--- config.mk ---
export PLATFORM = sky130hd
export DESIGN_NAME = gpio_mmreg
export DESIGN_NICKNAME = d
export VERILOG_FILES = /design/src/rtl/mmgpio_pkg.sv /design/src/rtl/mmgpio_rst_sync.sv /design/src/rtl/mmgpio_sync.sv /design/src/rtl/mmgpio_bitmap.sv /design/src/rtl/mmgpio_state.sv /design/src/rtl/mmgpio_rdmux.sv /design/src/rtl/gpio_mmreg.sv
export SDC_FILE = /design/constraint.sdc
export NUM_CORES = 1
export LEC_CHECK = 0
export BUFFER_PORTS_ARGS = -buffer_cell sky130_fd_sc_hd__buf_2
export CORE_UTILIZATION = 35
export CTS_CLUSTER_SIZE = 10
export DETAILED_ROUTE_END_ITERATION = 6
export HOLD_SLACK_MARGIN = 0.12
export SLEW_MARGIN = 20
export SYNTH_ARGS = -nofsm -noshare
export SYNTH_HDL_FRONTEND = slang
export SYNTH_HIERARCHICAL = 1
export SYNTH_SLANG_ARGS = --single-unit
--- constraint.sdc ---
create_clock -name clk -period 6.95 [get_ports clk]
set_clock_uncertainty 0.2 [all_clocks]
set_input_delay 1.0425 -clock clk [delete_from_list [all_inputs] [get_ports clk]]
set_output_delay 1.0425 -clock clk [all_outputs]
set_load 0.02 [all_outputs]
--- src/rtl/mmgpio_pkg.sv ---
package mmgpio_pkg;

  localparam int ADDR_W = 3;

  localparam logic [ADDR_W-1:0] OFS_DATA = 3'd0;
  localparam logic [ADDR_W-1:0] OFS_SET  = 3'd1;
  localparam logic [ADDR_W-1:0] OFS_CLR  = 3'd2;
  localparam logic [ADDR_W-1:0] OFS_DOUT = 3'd3;
  localparam logic [ADDR_W-1:0] OFS_DIN  = 3'd4;

  // One-hot write selection after decode
  typedef struct packed {
    logic load;
    logic set;
    logic clr;
    logic dout;
    logic din;
  } wr_sel_t;

endpackage

--- src/rtl/mmgpio_rst_sync.sv ---
module mmgpio_rst_sync (
  input  logic clk,
  input  logic rst_n,
  output logic rst_sync_n
);

  logic [1:0] stage_q;
  logic [1:0] stage_d;

  always_comb begin
    stage_d = {stage_q[0], 1'b1};
  end

  always_ff @(posedge clk or negedge rst_n) begin
    if (!rst_n) begin
      stage_q <= 2'b00;
    end else begin
      stage_q <= stage_d;
    end
  end

  assign rst_sync_n = stage_q[1];

endmodule

--- src/rtl/mmgpio_sync.sv ---
module mmgpio_sync #(
  parameter int W = 32
) (
  input  logic         clk,
  input  logic         rst_n,
  input  logic [W-1:0] async_i,
  output logic [W-1:0] sync_o
);

  logic [W-1:0] meta_q;
  logic [W-1:0] stab_q;

  always_ff @(posedge clk or negedge rst_n) begin
    if (!rst_n) begin
      meta_q <= '0;
      stab_q <= '0;
    end else begin
      meta_q <= async_i;
      stab_q <= meta_q;
    end
  end

  assign sync_o = stab_q;

endmodule

--- src/rtl/mmgpio_bitmap.sv ---
module mmgpio_bitmap #(
  parameter int W      = 32,
  parameter bit MIRROR = 1'b0
) (
  input  logic [W-1:0] din,
  output logic [W-1:0] dout
);

  generate
    if (MIRROR) begin : g_rev
      for (genvar i = 0; i < W; i++) begin : g_bit
        assign dout[i] = din[W-1-i];
      end
    end else begin : g_thru
      assign dout = din;
    end
  endgenerate

endmodule

--- src/rtl/mmgpio_state.sv ---
module mmgpio_state
  import mmgpio_pkg::*;
#(
  parameter int W = 32
) (
  input  logic         clk,
  input  logic         rst_n,
  input  wr_sel_t      wsel_i,
  input  logic [W-1:0] wline_i,
  output logic [W-1:0] lat_o,
  output logic [W-1:0] oe_o
);

  logic [W-1:0] lat_q, lat_d;
  logic [W-1:0] oe_q,  oe_d;
  logic         lat_en, oe_en;

  // Next-state logic: one access per cycle, so the selects never overlap
  always_comb begin
    lat_en = wsel_i.load | wsel_i.set | wsel_i.clr;
    oe_en  = wsel_i.dout | wsel_i.din;
    lat_d  = lat_q;
    oe_d   = oe_q;
    if (wsel_i.load) lat_d = wline_i;
    if (wsel_i.set)  lat_d = lat_q | wline_i;
    if (wsel_i.clr)  lat_d = lat_q & ~wline_i;
    if (wsel_i.dout) oe_d  = wline_i;
    if (wsel_i.din)  oe_d  = ~wline_i;
  end

  always_ff @(posedge clk or negedge rst_n) begin
    if (!rst_n) begin
      lat_q <= '0;
    end else if (lat_en) begin
      lat_q <= lat_d;
    end
  end

  always_ff @(posedge clk or negedge rst_n) begin
    if (!rst_n) begin
      oe_q <= '0;
    end else if (oe_en) begin
      oe_q <= oe_d;
    end
  end

  assign lat_o = lat_q;
  assign oe_o  = oe_q;


  a_r2_full_load: assert property (@(posedge clk) disable iff (!rst_n)
    wsel_i.load |=> lat_q == $past(wline_i));

  a_r3_set_bits: assert property (@(posedge clk) disable iff (!rst_n)
    wsel_i.set |=> lat_q == ($past(lat_q) | $past(wline_i)));

  a_r4_clr_bits: assert property (@(posedge clk) disable iff (!rst_n)
    wsel_i.clr |=> lat_q == ($past(lat_q) & ~$past(wline_i)));

  a_r5_dir_out: assert property (@(posedge clk) disable iff (!rst_n)
    wsel_i.dout |=> oe_q == $past(wline_i));
  a_r5_dir_in: assert property (@(posedge clk) disable iff (!rst_n)
    wsel_i.din |=> oe_q == ~$past(wline_i));

  a_r11_hold: assert property (@(posedge clk) disable iff (!rst_n)
    (wsel_i == '0) |=> ($stable(lat_q) && $stable(oe_q)));
  a_r11_one_sel: assert property (@(posedge clk) disable iff (!rst_n)
    $onehot0(wsel_i));

endmodule

--- src/rtl/mmgpio_rdmux.sv ---
module mmgpio_rdmux
  import mmgpio_pkg::*;
#(
  parameter int W      = 32,
  parameter bit RD_SET = 1'b0
) (
  input  logic              clk,
  input  logic              rst_n,
  input  logic              rd_i,
  input  logic [ADDR_W-1:0] addr_i,
  input  logic [W-1:0]      pins_reg_i,
  input  logic [W-1:0]      lat_reg_i,
  input  logic [W-1:0]      oe_reg_i,
  output logic [W-1:0]      rdata_o
);

  logic [W-1:0] rdata_q, rdata_d;

  always_comb begin
    unique case (addr_i)
      OFS_DATA: rdata_d = pins_reg_i;
      OFS_SET:  rdata_d = RD_SET ? lat_reg_i : '0;
      OFS_DOUT: rdata_d = oe_reg_i;
      OFS_DIN:  rdata_d = ~oe_reg_i;
      default:  rdata_d = '0;
    endcase
  end

  always_ff @(posedge clk or negedge rst_n) begin
    if (!rst_n) begin
      rdata_q <= '0;
    end else if (rd_i) begin
      rdata_q <= rdata_d;
    end
  end

  assign rdata_o = rdata_q;


  a_r7_rdata_hold: assert property (@(posedge clk) disable iff (!rst_n)
    !rd_i |=> $stable(rdata_q));

  a_r8_zero_words: assert property (@(posedge clk) disable iff (!rst_n)
    (rd_i && (addr_i == OFS_CLR || addr_i > OFS_DIN)) |=> rdata_q == '0);

  a_r9_set_readback: assert property (@(posedge clk) disable iff (!rst_n)
    (rd_i && addr_i == OFS_SET) |=> rdata_q == (RD_SET ? $past(lat_reg_i) : '0));

  a_r6_data_word: assert property (@(posedge clk) disable iff (!rst_n)
    (rd_i && addr_i == OFS_DATA) |=> rdata_q == $past(pins_reg_i));

endmodule

--- src/rtl/gpio_mmreg.sv ---
module gpio_mmreg
  import mmgpio_pkg::*;
#(
  parameter int WIDTH          = 32,
  parameter bit MIRROR         = 1'b0,
  parameter bit RD_OUT_VIA_SET = 1'b0
) (
  input  logic              clk,
  input  logic              rst_n,
  input  logic [ADDR_W-1:0] bus_addr,
  input  logic              bus_wr,
  input  logic              bus_rd,
  input  logic [WIDTH-1:0]  bus_wdata,
  output logic [WIDTH-1:0]  bus_rdata,
  input  logic [WIDTH-1:0]  pin_in,
  output logic [WIDTH-1:0]  pin_out,
  output logic [WIDTH-1:0]  pin_oe
);

  localparam bit WIDTH_OK = (WIDTH == 8) || (WIDTH == 16) || (WIDTH == 32) || (WIDTH == 64);

  // only the four register sizes are legal
  generate
    if (!WIDTH_OK) begin : g_bad_width
      $error("gpio_mmreg: WIDTH must be 8, 16, 32 or 64");
    end
  endgenerate

  logic             rst_sync_n;
  wr_sel_t          wsel;
  logic [WIDTH-1:0] wline;
  logic [WIDTH-1:0] pins_sync;
  logic [WIDTH-1:0] lat_line, oe_line;
  logic [WIDTH-1:0] pins_reg, lat_reg, oe_reg;

  mmgpio_rst_sync u_rst (
    .clk        (clk),
    .rst_n      (rst_n),
    .rst_sync_n (rst_sync_n)
  );

  // Write decode
  always_comb begin
    wsel      = '0;
    wsel.load = bus_wr && (bus_addr == OFS_DATA);
    wsel.set  = bus_wr && (bus_addr == OFS_SET);
    wsel.clr  = bus_wr && (bus_addr == OFS_CLR);
    wsel.dout = bus_wr && (bus_addr == OFS_DOUT);
    wsel.din  = bus_wr && (bus_addr == OFS_DIN);
  end

  // Register bit order to line order
  mmgpio_bitmap #(.W(WIDTH), .MIRROR(MIRROR)) u_map_wr (
    .din  (bus_wdata),
    .dout (wline)
  );

  mmgpio_sync #(.W(WIDTH)) u_sync (
    .clk     (clk),
    .rst_n   (rst_sync_n),
    .async_i (pin_in),
    .sync_o  (pins_sync)
  );

  mmgpio_state #(.W(WIDTH)) u_state (
    .clk     (clk),
    .rst_n   (rst_sync_n),
    .wsel_i  (wsel),
    .wline_i (wline),
    .lat_o   (lat_line),
    .oe_o    (oe_line)
  );

  // Line order back to register bit order
  mmgpio_bitmap #(.W(WIDTH), .MIRROR(MIRROR)) u_map_pins (
    .din  (pins_sync),
    .dout (pins_reg)
  );

  mmgpio_bitmap #(.W(WIDTH), .MIRROR(MIRROR)) u_map_lat (
    .din  (lat_line),
    .dout (lat_reg)
  );

  mmgpio_bitmap #(.W(WIDTH), .MIRROR(MIRROR)) u_map_oe (
    .din  (oe_line),
    .dout (oe_reg)
  );

  mmgpio_rdmux #(.W(WIDTH), .RD_SET(RD_OUT_VIA_SET)) u_rdmux (
    .clk        (clk),
    .rst_n      (rst_sync_n),
    .rd_i       (bus_rd),
    .addr_i     (bus_addr),
    .pins_reg_i (pins_reg),
    .lat_reg_i  (lat_reg),
    .oe_reg_i   (oe_reg),
    .rdata_o    (bus_rdata)
  );

  assign pin_out = lat_line;
  assign pin_oe  = oe_line;

  // a write to the data word lands on the pins in the configured order
  a_r10_order: assert property (@(posedge clk) disable iff (!rst_sync_n)
    (bus_wr && bus_addr == OFS_DATA) |=>
      pin_out == (MIRROR ? {<<{$past(bus_wdata)}} : $past(bus_wdata)));

endmodule

==> key figures, run 1 <==
STA
  • Final setup margin: 3.74 ns
  • Setup tns final: 0 ns
  • Final period utilization: 46.2%
  • Max-slew violation count: 0
  • Slew HR: 41.8%
  • Fin. Hold Viols: 0
  • Min Clock Period, post-route: 3.21 ns
  • Final setup violation count: 0
  • RSZ-0062 raised after global routing: no
  • Least-Margin Pin Slew: 0.873 ns
  • Max Clk Rate: 0.311 GHz

Clocking
  • Clk Latency, worst-skew pair: 0.41 ns
  • TritonCTS clock tree: done
  • # clock sinks: 162
  • Clk slew on worst S/H paths: 0.06 ns
  • Bufs on Longest Clock Path: 2
  • Post-cts gate resize count: 0
  • CTS buffer count: 17
  • Post-CTS Repair Setup Buffers: 0
  • H-tree lvl count: 4
  • CTS root buffer: clkbuf_16
  • Cts hold-fix bufs: 0

Floorplan
  • Io pins: 167
  • Std-Cell Core Area: 20200 sq um
  • FP Rows: 52
  • Die height: 146 um
  • Initial Utilization: 35.8%
  • Chip width: 146 um
  • Die Area: 21300 sq um

Worst setup path
  • Worst-path fanout max: 38
  • Setup crit end kind: register
  • Kind of critical path: in -> reg
  • Critical Path RT: 7.06 ns
  • Startpoint types: primary input
  • Arr. time, crit path: 3.32 ns

Cells and area
  • Final nets: 760
  • Post-route design area: 8030 sq um
  • Share of layout cells above drive strength 1: 29.9%
  • Layout Area Growth over Synthesis: 10.8%
  • Number of diodes: 0
  • # fillers: 1982
  • Register area: 4060 sq um
  • Area of the multi-input gates: 2120 sq um

Pwr
  • Logic pwr share: 17.5%
  • Pwr Density: 297 nW/um^2
  • Switching pwr: 706 uW
  • Worst IR drop on VDD: 0.000141 V
  • P_int: 1680 uW
  • Sw Share: 29.6%
  • LEAKAGE: 0.00391 uW
  • Clock group share of total power: 35.4%
  • Seq pwr share: 47.1%

Synth
  • Synth Cell Area: 7250 sq um
  • Ys Warns: 6
  • Post-synthesis cell count: 632
  • Syn_nets: 703
  • Mean Syn Cell Area: 11.5 sq um

Global route
  • Largest net degree at the start of global routing: 69
  • Overflow after GRT: 0
  • Vias in the first global route: 4436
  • GRT Util Overall: 15.4%
  • Initial antenna violation count: 0
  • First-pass GRT wire length: 25300 um

Place
  • Placed cell areas: 7510 sq um
  • Port Buffers: 166
  • GP Congestion: 0.720
  • Place WS: 3.27 ns
  • Dpl hpwl: 10200 um

Min path
  • Worst hold path class: reg -> async

Routing
  • Final ANT Viol Nets: 0
  • DR vias: 4650
  • Remaining DRCs: 0
  • Vias/cell: 4.78
  • Drt first pass iters: 5
  • 1st-iter DRT viols: 223
  • Post-Route WL: 15900 um
  • WL per Instance: 16.3 um

Flow run
  • MaxCap Viol Count: 0

Run status
  • Status: completed
power by group through the flow:
| stage | clock [uW] | sequential, uW | combinational [uW] |
|---|---|---|---|
| 5_1_grt | 913 | 1140 | 455 |
| 3_5_place_dp | 0 | 1140 | 420 |
| 3_3_place_gp | 0 | 1140 | 413 |
| 2_1_floorplan | 0 | 1220 | 262 |
| 4_1_cts | 871 | 1120 | 421 |
| 6_report | 843 | 1120 | 417 |
metrics by stage:
stage / util [%] / power (uW) / cells / hold slack [ns]
global placement: 37.1 / 1550 / 940 / 0.133
floorplan: - / 1480 / 632 / 0.131
CTS: 39.7 / 2420 / 972 / 0.148
finish: 39.7 / 2380 / 972 / 0.114
detailed placement: 37.1 / 1560 / 940 / 0.135
global route: 39.7 / 2510 / 972 / 0.152
cells in the final DEF, fill, tap and decap left out, drive strengths merged:
master,n
o21bai,1
nand2b,1
a211oi,62
clkinv,5
or3b,1
and2b,7
nor2b,56
and4bb,3
dfrtp,162
clkinvlp,3
or2,1
nand2,2
nor3b,1
inv,34
clkbuf,23
o21ai,2
a221o,32
a21oi,62
mux2i,32
nor4b,1
buf,172
and4b,2
nor3,6
conb,1
nor2,30
registers in the layout, indices dropped and copies added, names as in the netlist:
register,cells
u_state/oe_o,32
u_rst/stage_q,2
u_sync/meta_q,32
u_sync/sync_o,32
u_state/lat_o,32
u_rdmux/rdata_o,32
layout make-up:
| cell class | count | area share, % |
|---|---|---|
| flip-flops and latches | 162 | 50.5 |
| multi-input cells | 303 | 26.4 |
| repair buffers | 172 | 10.9 |
| clock buffers | 23 | 5.70 |
| well taps | 270 | 4.21 |
| inverters | 33 | 1.54 |
| clock inverters | 9 | 0.748 |
worst paths after layout:
| path | start | end | slack (ns) | cells past startpoint |
|---|---|---|---|---|
| min | u_rst/stage_q[1]$_DFF_PN0_ | u_state/oe_o[3]$_DFFE_PN0P_ | 0.11 | 0 |
| max in group asynchronous | u_rst/stage_q[1]$_DFF_PN0_ | u_sync/meta_q[17]$_DFF_PN0_ | 5.15 | 1 |
| min in group clk | u_sync/meta_q[7]$_DFF_PN0_ | u_sync/sync_o[7]$_DFF_PN0_ | 0.15 | 0 |
| min reg2reg | u_rst/stage_q[1]$_DFF_PN0_ | u_state/oe_o[3]$_DFFE_PN0P_ | 0.11 | 0 |
| max | bus_addr[2] | u_state/lat_o[28]$_DFFE_PN0P_ | 3.74 | 6 |
| max reg2reg | u_rst/stage_q[1]$_DFF_PN0_ | u_sync/meta_q[17]$_DFF_PN0_ | 5.15 | 1 |
critical path, cell delays in order:
cell      delay [ns]
buf_2           0.09
buf_4           0.32
and4bb_2        0.91
or3b_4          0.54
a21oi_1         0.13
a211oi_1        0.24
per-layer routing:
metal  GRT usage [%]  routed length, um
met5               0                  0
met1            22.2               7780
met4            4.89                157
met3            3.57                920
met2            22.9               7030
Note: power is estimated with default switching activity, not from simulation.
==> run 2: changes to the inputs <==
--- a/config.mk
+++ b/config.mk
@@ -5,6 +5,7 @@
 export SDC_FILE = /design/constraint.sdc
 export NUM_CORES = 1
 export LEC_CHECK = 0
+export ABC_AREA = 1
 export BUFFER_PORTS_ARGS = -buffer_cell sky130_fd_sc_hd__buf_2
 export CORE_UTILIZATION = 35
 export CTS_CLUSTER_SIZE = 10
==> constraint.sdc (replaced) <==
create_clock -name clk -period 3.3 [get_ports clk]
set_clock_uncertainty 0.2 [all_clocks]
set_input_delay 0.495 -clock clk [delete_from_list [all_inputs] [get_ports clk]]
set_output_delay 0.495 -clock clk [all_outputs]
set_load 0.02 [all_outputs]
==> run 2 against run 1 <==
- non-clock buffer count up 36
- sequential cell count unchanged
- count of clock-buffer cells in the layout down 5
- critical path depth up 2
- sequential share of layout area down 6.0 points
- combinational power rose to 2.6 times the previous value
- register-to-register slack worse by 3.2 ns
- critical endpoint is now u_state/oe_o[7]$_DFFE_PN0P_
- largest cell class unchanged
==> key figures, run 2 <==
Run status
  • Status: completed (unchanged)

Clocking
  • CTS root buffer: clkbuf_16 (unchanged)
  • Bufs on Longest Clock Path: 2 (unchanged)
  • Clk slew on worst S/H paths: 0.07 ns (was 0.06 ns)
  • # clock sinks: 162 (unchanged)
  • Post-CTS Repair Setup Buffers: 0 (unchanged)
  • H-tree lvl count: 4 (unchanged)
  • CTS buffer count: 17 (unchanged)
  • TritonCTS clock tree: done (unchanged)
  • Clk Latency, worst-skew pair: 0.43 ns (was 0.41 ns)

Routing
  • Vias/cell: 4.64 (was 4.78)
  • Drt first pass iters: 6 (was 5)
  • WL per Instance: 15.8 um (was 16.3 um)
  • DR vias: 5970 (was 4650)
  • Post-Route WL: 20400 um (was 15900 um)
  • Final ANT Viol Nets: 0 (unchanged)
  • 1st-iter DRT viols: 444 (was 223)
  • Remaining DRCs: 0 (unchanged)

STA
  • Final setup margin: 1.24 ns (was 3.74 ns)
  • Final period utilization: 62.5%
  • Slew HR: 29.0% (was 41.8%)
  • Fin. Hold Viols: 0 (unchanged)
  • Min Clock Period, post-route: 2.06 ns
  • Setup tns final: 0 ns (unchanged)
  • Hold_ws: 0.140 ns (was 0.114 ns)
  • Max Clk Rate: 0.485 GHz
  • Max-slew violation count: 0 (unchanged)
  • Least-Margin Pin Slew: 1.06 ns (was 0.873 ns)
  • RSZ-0062 raised after global routing: no (unchanged)
  • Final setup violation count: 0 (unchanged)

Floorplan
  • Initial Utilization: 35.5% (was 35.8%)
  • FP Rows: 55 (was 52)
  • Std-Cell Core Area: 22600 sq um (was 20200 sq um)
  • Io pins: 167 (unchanged)
  • Die Area: 23500 sq um (was 21300 sq um)
  • Chip width: 153 um (was 146 um)
  • Die height: 153 um (was 146 um)

Worst setup path
  • Setup crit end kind: register (unchanged)
  • Arr. time, crit path: 2.18 ns (was 3.32 ns)
  • Critical Path RT: 3.42 ns (was 7.06 ns)
  • Worst-path fanout max: 32 (was 38)
  • Startpoint types: primary input (unchanged)
  • Kind of critical path: in -> reg (unchanged)

Synth
  • Ys Warns: 6 (unchanged)
  • Post-synthesis cell count: 913 (was 632)
  • Mean Syn Cell Area: 8.78 sq um (was 11.5 sq um)
  • Synth Cell Area: 8020 sq um (was 7250 sq um)
  • Syn_nets: 984 (was 703)

Global route
  • GRT Util Overall: 17.9% (was 15.4%)
  • Largest net degree at the start of global routing: 161 (was 69)
  • Overflow after GRT: 0 (unchanged)
  • Initial antenna violation count: 0 (unchanged)
  • Vias in the first global route: 5584 (was 4436)
  • First-pass GRT wire length: 32600 um (was 25300 um)

Min path
  • Worst hold path class: in -> reg (was reg -> async)

Cells and area
  • Layout Area Growth over Synthesis: 13.5% (was 10.8%)
  • Number of diodes: 0 (unchanged)
  • Most common cell after layout, fill and taps aside: nand2_1 (was buf_2)
  • Most frequent cells in the layout: nand2_1, buf_2, dfrtp_1 (was buf_2, dfrtp_1, a211oi_1)
  • Final nets: 1059 (was 760)
  • Share of layout cells above drive strength 1: 24.0% (was 29.9%)

Place
  • GP Congestion: 0.746 (was 0.720)
  • Place WS: 0.820 ns (was 3.27 ns)
  • Dpl hpwl: 13300 um (was 10200 um)
  • Port Buffers: 166 (unchanged)

Pwr
  • Pwr Density: 607 nW/um^2 (was 297 nW/um^2)
  • LEAKAGE: 0.00489 uW (was 0.00391 uW)
  • Worst IR drop on VDD: 0.000268 V (was 0.000141 V)

Flow run
  • MaxCap Viol Count: 0 (unchanged)
## run 2: metrics by stage
| stage | instance area [sq um] | cells | total power [uW] | utilization [%] |
|---|---|---|---|---|
| global route | 9100 | 1286 | 5820 | 40.3 |
| global placement | 8180 | 1221 | 3520 | 36.2 |
| finish | 9100 | 1286 | 5530 | 40.3 |
| detailed placement | 8180 | 1221 | 3530 | 36.2 |
| floorplan | 8020 | 913 | 3270 | - |
| CTS | 9100 | 1286 | 5600 | 40.3 |
## run 2: timing repair
| item | 4_1_cts | 5_1_grt |
|---|---|---|
| resized for setup | 0 | 0 |
| hold endpoints to repair | 34 | 0 |
| hold buffers | 33 | 0 |
## run 2: final cells by class
class                   instances  area, sq um
flip-flops and latches        162         4060
multi-input cells             528         2580
fillers                      2343        13500
well taps                     285          357
repair buffers                208         1240
clock inverters                14          155
inverters                      71          269
clock buffers                  18          439
## run 2: worst max-delay path, stage by stage
cell and delay, ns:
buf_2 0.39, inv_1 0.12, nand2_1 0.15, nor2_4 0.05, nor2_4 0.34, inv_2 0.34, nand2_1 0.20, nand2_1 0.07
## run 2: final timing paths
| check | start | endpoint | slack [ns] | cells past startpoint |
|---|---|---|---|---|
| setup / recovery | bus_addr[1] | u_state/oe_o[7]$_DFFE_PN0P_ | 1.24 | 8 |
| hold / removal | bus_wdata[10] | u_state/lat_o[10]$_DFFE_PN0P_ | 0.14 | 3 |
| setup reg to reg | u_rst/stage_q[1]$_DFF_PN0_ | u_state/lat_o[7]$_DFFE_PN0P_ | 1.99 | 1 |
| hold reg to reg | u_sync/meta_q[12]$_DFF_PN0_ | u_sync/sync_o[12]$_DFF_PN0_ | 0.15 | 0 |
| max in group asynchronous | u_rst/stage_q[1]$_DFF_PN0_ | u_state/lat_o[7]$_DFFE_PN0P_ | 1.99 | 1 |
| min in group asynchronous | rst_n | u_rst/stage_q[1]$_DFF_PN0_ | 0.17 | 2 |
## run 2: power by group
part / internal, uW / total [uW] / switching [uW]
sequential: 2240 / 2440 / 204
combinational: 358 / 1080 / 726
clock: 1150 / 2010 / 861
total: 3740 / 5530 / 1790
## run 2: metal layers
metal,GRT usage (%),part of all wire [%]
met2,27.0,45
met1,25.3,48
met4,6.00,1.8
met3,4.11,4.9
met5,0,0
